## src/rtl/bpv_pkg.sv

```systemverilog
package bpv_pkg;
  typedef struct packed {
    logic pos;
    logic neg;
  } rail_t;

  function automatic logic is_mark(rail_t r);
    return r.pos | r.neg;
  endfunction

  function automatic logic is_single(rail_t r);
    return r.pos ^ r.neg;
  endfunction
endpackage

```

## src/rtl/bpv_rail_sampler.sv

```systemverilog
module bpv_rail_sampler
  import bpv_pkg::*;
(
  input  logic  clk_i,
  input  logic  rst_ni,
  input  logic  pos_i,
  input  logic  neg_i,
  output rail_t rail_o
);
  always_ff @(negedge clk_i or negedge rst_ni) begin
    if (!rst_ni) rail_o <= '0;
    else begin
      rail_o.pos <= pos_i;
      rail_o.neg <= neg_i;
    end
  end
endmodule

```

## src/rtl/bpv_violation_detector.sv

```systemverilog
module bpv_violation_detector
  import bpv_pkg::*;
(
  input  logic  clk_i,
  input  logic  rst_ni,
  input  rail_t rail_i,
  output logic  nrz_o,
  output logic  bpv_o
);
  logic last_pos_q;
  logic pol_valid_q;
  logic bpv_d;

  assign bpv_d = is_single(rail_i) && pol_valid_q && (rail_i.pos == last_pos_q);

  always_ff @(posedge clk_i or negedge rst_ni) begin
    if (!rst_ni) begin
      last_pos_q  <= 1'b0;
      pol_valid_q <= 1'b0;
      nrz_o       <= 1'b0;
      bpv_o       <= 1'b0;
    end else begin
      nrz_o <= is_mark(rail_i);
      bpv_o <= bpv_d;
      // both rails high: tied rails, drop polarity reference
      if (rail_i.pos && rail_i.neg) begin
        pol_valid_q <= 1'b0;
      end else if (is_single(rail_i)) begin
        pol_valid_q <= 1'b1;
        last_pos_q  <= rail_i.pos;
      end
    end
  end
endmodule

```

## src/rtl/bpv_loss_detector.sv

```systemverilog
module bpv_loss_detector #(
  parameter int unsigned ZERO_LIMIT = 192,
  parameter int unsigned WIN_BITS   = 8,
  parameter int unsigned WIN_NEED   = 4
) (
  input  logic clk_i,
  input  logic rst_ni,
  input  logic mark_i,
  output logic los_o
);
  localparam int unsigned ZW = $clog2(ZERO_LIMIT + 1);
  localparam int unsigned PW = (WIN_BITS > 2) ? $clog2(WIN_BITS) : 1;
  localparam int unsigned GW = (WIN_NEED > 2) ? $clog2(WIN_NEED) : 1;
  localparam logic [ZW-1:0] ZMAX  = ZW'(ZERO_LIMIT);
  localparam logic [ZW-1:0] ZTRIP = ZW'(ZERO_LIMIT - 1);
  localparam logic [PW-1:0] PLAST = PW'(WIN_BITS - 1);
  localparam logic [GW-1:0] GLAST = GW'(WIN_NEED - 1);

  logic [ZW-1:0] zcnt_q;
  logic [PW-1:0] ph_q;
  logic [GW-1:0] good_q;
  logic          armed_q;
  logic          seen_q;
  logic          seen_n;

  assign seen_n = seen_q | mark_i;

  always_ff @(posedge clk_i or negedge rst_ni) begin
    if (!rst_ni) zcnt_q <= '0;
    else if (mark_i) zcnt_q <= '0;
    else if (zcnt_q != ZMAX) zcnt_q <= zcnt_q + 1'b1;
  end

  always_ff @(posedge clk_i or negedge rst_ni) begin
    if (!rst_ni) begin
      los_o   <= 1'b0;
      armed_q <= 1'b0;
      ph_q    <= '0;
      seen_q  <= 1'b0;
      good_q  <= '0;
    end else if (!los_o) begin
      armed_q <= 1'b0;
      ph_q    <= '0;
      seen_q  <= 1'b0;
      good_q  <= '0;
      if (!mark_i && zcnt_q >= ZTRIP) los_o <= 1'b1;
    end else if (!armed_q) begin
      // first window opens on a mark
      if (mark_i) begin
        armed_q <= 1'b1;
        ph_q    <= PW'(1);
        seen_q  <= 1'b1;
        good_q  <= '0;
      end
    end else if (ph_q == PLAST) begin
      ph_q   <= '0;
      seen_q <= 1'b0;
      if (seen_n) begin
        if (good_q == GLAST) begin
          los_o   <= 1'b0;
          armed_q <= 1'b0;
          good_q  <= '0;
        end else begin
          good_q <= good_q + 1'b1;
        end
      end else begin
        armed_q <= 1'b0;
        good_q  <= '0;
      end
    end else begin
      ph_q   <= ph_q + 1'b1;
      seen_q <= seen_n;
    end
  end
endmodule

```

## src/rtl/bpv_line_monitor.sv

```systemverilog
module bpv_line_monitor
  import bpv_pkg::*;
#(
  parameter int unsigned ZERO_LIMIT = 192,
  parameter int unsigned WIN_BITS   = 8,
  parameter int unsigned WIN_NEED   = 4
) (
  input  logic clk_i,
  input  logic rst_ni,
  input  logic pos_i,
  input  logic neg_i,
  output logic nrz_o,
  output logic bpv_o,
  output logic los_o
);
  rail_t rail_s;

  bpv_rail_sampler u_sampler (
    .clk_i  (clk_i),
    .rst_ni (rst_ni),
    .pos_i  (pos_i),
    .neg_i  (neg_i),
    .rail_o (rail_s)
  );

  bpv_violation_detector u_viol (
    .clk_i  (clk_i),
    .rst_ni (rst_ni),
    .rail_i (rail_s),
    .nrz_o  (nrz_o),
    .bpv_o  (bpv_o)
  );

  bpv_loss_detector #(
    .ZERO_LIMIT (ZERO_LIMIT),
    .WIN_BITS   (WIN_BITS),
    .WIN_NEED   (WIN_NEED)
  ) u_loss (
    .clk_i  (clk_i),
    .rst_ni (rst_ni),
    .mark_i (is_mark(rail_s)),
    .los_o  (los_o)
  );
endmodule

```

## config.mk

```make
export PLATFORM = sky130hd
export DESIGN_NAME = bpv_line_monitor
export DESIGN_NICKNAME = d
export VERILOG_FILES = /design/src/rtl/bpv_pkg.sv /design/src/rtl/bpv_rail_sampler.sv /design/src/rtl/bpv_violation_detector.sv /design/src/rtl/bpv_loss_detector.sv /design/src/rtl/bpv_line_monitor.sv
export SDC_FILE = /design/constraint.sdc
export NUM_CORES = 1
export LEC_CHECK = 0
export BUFFER_PORTS_ARGS = -buffer_cell sky130_fd_sc_hd__clkbuf_2
export CELL_PAD_IN_SITES_DETAIL_PLACEMENT = 0
export CELL_PAD_IN_SITES_GLOBAL_PLACEMENT = 1
export CORE_UTILIZATION = 49
export CTS_CLUSTER_DIAMETER = 200
export DETAILED_ROUTE_END_ITERATION = 7
export GPL_TIMING_DRIVEN = 1
export HOLD_SLACK_MARGIN = 0.05
export PLACE_DENSITY_LB_ADDON = 0.1
export SLEW_MARGIN = 10
export SYNTH_ARGS = -nofsm -noshare
export SYNTH_HDL_FRONTEND = slang
export SYNTH_SLANG_ARGS = --single-unit
```

## constraint.sdc

```tcl
create_clock -name clk_i -period 3.05 [get_ports clk_i]
set_input_delay 0.305 -clock clk_i [delete_from_list [all_inputs] [get_ports clk_i]]
set_output_delay 0.305 -clock clk_i [all_outputs]
set_load 0.1 [all_outputs]
```

==> reports/metrics.yaml <==
run_status:
  status: "complete, no violations"
final_layout:
  final_common_cell: "dfrtp_1"
  multiInputGateArea_sq_um: 485
  layout.cells.non_filler: 141
  layout_common_cells: "20 x dfrtp_1, 11 x nand2_1, 9 x ha_1, 7 x inv_1"
  fillers: 180
  postLayoutCoreUtil: 0.599
  synthToLayoutAreaGrowth_pct: 11.9
  antenna_cells: 0
  drive_above_1_share: 0.158
  regArea_sq_um: 551
  nNetsFinal: 128
placed_design:
  io_buffers: 6
  place_hpwl_mm: 1.31
  routabilityCongestion: 0.801
  dp.cells: 136
cts:
  clock_latency_ns: 0.30
  clk_path_buf_depth: 2
  clock-sinks: 22
  clk_pin_slew_worst_paths_ns: 0.12
  cts_root_buf: "clkbuf_4"
  cts_tree: "built"
  htreeDepth: 1
  cts_setup_buffers: 0
  cts_made_buffers: 3
global_routing:
  grt_usage: 0.165
  grt_max_degree: 21
  first_global_vias: 704
  antenna_found_initial: 0
  grt_pass1_wl_mm: 2.99
  grt-ovfl-total: 0
detailed_routing:
  detailedRoute.firstPassIterationCount: 4
  wl_per_cell_um: 12.7
  postRouteAntennaNets: 0
  drc: 0
  routed_wl_mm: 1.79
  drtIter0Drc: 12
  vias: 738
  vias_per_cell: 5.23
yosys:
  ys_types: 32
  ys_warn_count: 0
  synthCells: 102
  syn_nets: 115
  syn_avg_cell_area_sq_um: 10.5
  synth_area_sq_mm: 0.00107
  seq_area_frac_synth: 0.514
  ys_seq_elements: 22
critical_path:
  reg2reg_from: "u_sampler.rail_o[1]"
  cp_max_fo: 8
  start_kind: "register"
  crit_end: "u_loss.good_q[0]"
  r2r_end: "u_loss.good_q[0]"
  crit_arrival_ns: 3.14
  crit_path_end_kind: "register"
  reg2reg_slack_ns: 0.11
  critPathKind: "register to register"
  required_ns: 3.25
  rr_worst_depth: 4
  startpoint: "u_sampler.rail_o[1]"
sta:
  final_hold_viol_count: 0
  slew_viol_final: 0
  rsz0062_at_grt: "no"
  finalSetupViolCount: 0
  tns_ns: 0
  worst_hold_slack_ns: 0.500
  relSlewSlack: 0.643
  finClkSkew_ns: 0.00646
  max_slew.worst_pin.slew_ns: 0.538
run:
  max_cap_violations: 0
floorplanning:
  start_util: 0.535
  die-area_sq_mm: 0.00238
  core_sq_mm: 0.00200
  die_h_um: 48.8
  io_pins: 7
  rows: 16
  die_w_um: 48.8
power_and_ir_drop:
  p_leak_nw: 0.553
  ir_drop_mv: 0.302
  power.density_mw_per_mm2: 429
  fin_total_pwr_mw: 0.515
min_path:
  min_path_type: "register to register"
metal layers:
| layer | track usage | wire length (um) | vias to the layer above |
|---|---|---|---|
| li1 | - | - | 378 |
| met1 | 0.215 | 911 | 346 |
| met2 | 0.257 | 798 | 10 |
| met3 | 0.0472 | 56 | 4 |
| met4 | 0.0686 | 25 | 0 |
| met5 | 0 | 0 | - |
area by class of cell:
| cell class | count | share of cell area |
|---|---|---|
| Timing Repair Buffer | 10 | 0.0522 |
| Clock buffer | 4 | 0.0303 |
| Tap cell | 27 | 0.0282 |
| Inverter | 8 | 0.0251 |
| Sequential cell | 22 | 0.459 |
| Multi-Input combinational cell | 70 | 0.405 |
state kept, by name, summed over array words and instances (netlist names), 2 cells and up:
| register | count |
|---|---|
| u_sampler.rail_o | 2 |
| u_loss.ph_q | 3 |
| u_loss.good_q | 2 |
| u_loss.zcnt_q | 8 |
kinds of logic after synthesis:
family          after synthesis  share of synthesized area
buf+inv                      10                     0.0374
simple gates                 34                      0.167
mux                           3                     0.0292
xor+xnor                      3                     0.0245
compound gates               21                      0.123
fa+ha+maj                     9                      0.105
flops                        22                      0.514
how the worst min path moves through the flow:
stage,from,to,slack (ns),cells after the start
6_report,u_viol.pol_valid_q,u_viol.pol_valid_q,0.50,2
5_1_grt,u_loss.good_q[1],u_loss.good_q[1],0.54,1
4_1_cts,u_viol.pol_valid_q,u_viol.pol_valid_q,0.49,2
3_5_place_dp,rst_ni,u_loss.zcnt_q[5],0.37,2
3_3_place_gp,rst_ni,u_loss.zcnt_q[6],0.37,2
2_1_floorplan,rst_ni,u_loss.armed_q,0.009,0
repair_timing:
action | 4_1_cts | 5_1_grt
gates resized for setup | 0 | 1
endpoints found under the hold margin | 20 | 0
endpoints found under the setup margin | 0 | 1
hold buffers | 1 | 0
synth_stat cells, drive strengths merged:
cell / n / share of area
a22oi: 1 / 0.0070
nor2: 5 / 0.018
dfrtp: 20 / 0.47
a22o: 2 / 0.016
nand3b: 1 / 0.0070
o211a: 1 / 0.0093
xnor2: 1 / 0.0082
nand3: 6 / 0.033
a32oi: 1 / 0.0082
mux2i: 2 / 0.019
and3: 1 / 0.0058
buf: 2 / 0.0093
a21oi: 6 / 0.028
nor4: 1 / 0.012
o21a: 1 / 0.0070
nand2: 11 / 0.039
nor3: 1 / 0.0047
dfrtn: 2 / 0.047
xor2: 2 / 0.016
ha: 9 / 0.11
o311ai: 1 / 0.0082
nand4b: 1 / 0.0082
nor2b: 2 / 0.012
o21ai: 7 / 0.033
or3: 4 / 0.023
inv: 8 / 0.028
o22ai: 1 / 0.0058
nand4: 1 / 0.0058
mux2: 1 / 0.011
worst max-delay path, stage by stage, from the launching register on:
cell     delay [ns]
dfrtn_1        0.47
inv_1          0.08
ha_1           0.27
o211a_1        0.27
a22o_1         0.23
power breakdown:
part	internal, mW	switching (mW)
Clock	0.0728	0.0866
Sequential	0.300	0.00541
Combinational	0.0153	0.0347
stage by stage:
step                      setup slack, ns  area (sq um)
after floorplan                     0.193          1070
after global placement              0.147          1150
after detailed placement            0.112          1150
after CTS                          0.0980          1190
after global routing               0.0457          1200
final                               0.110          1200
Power figures use the tool's default switching activity.
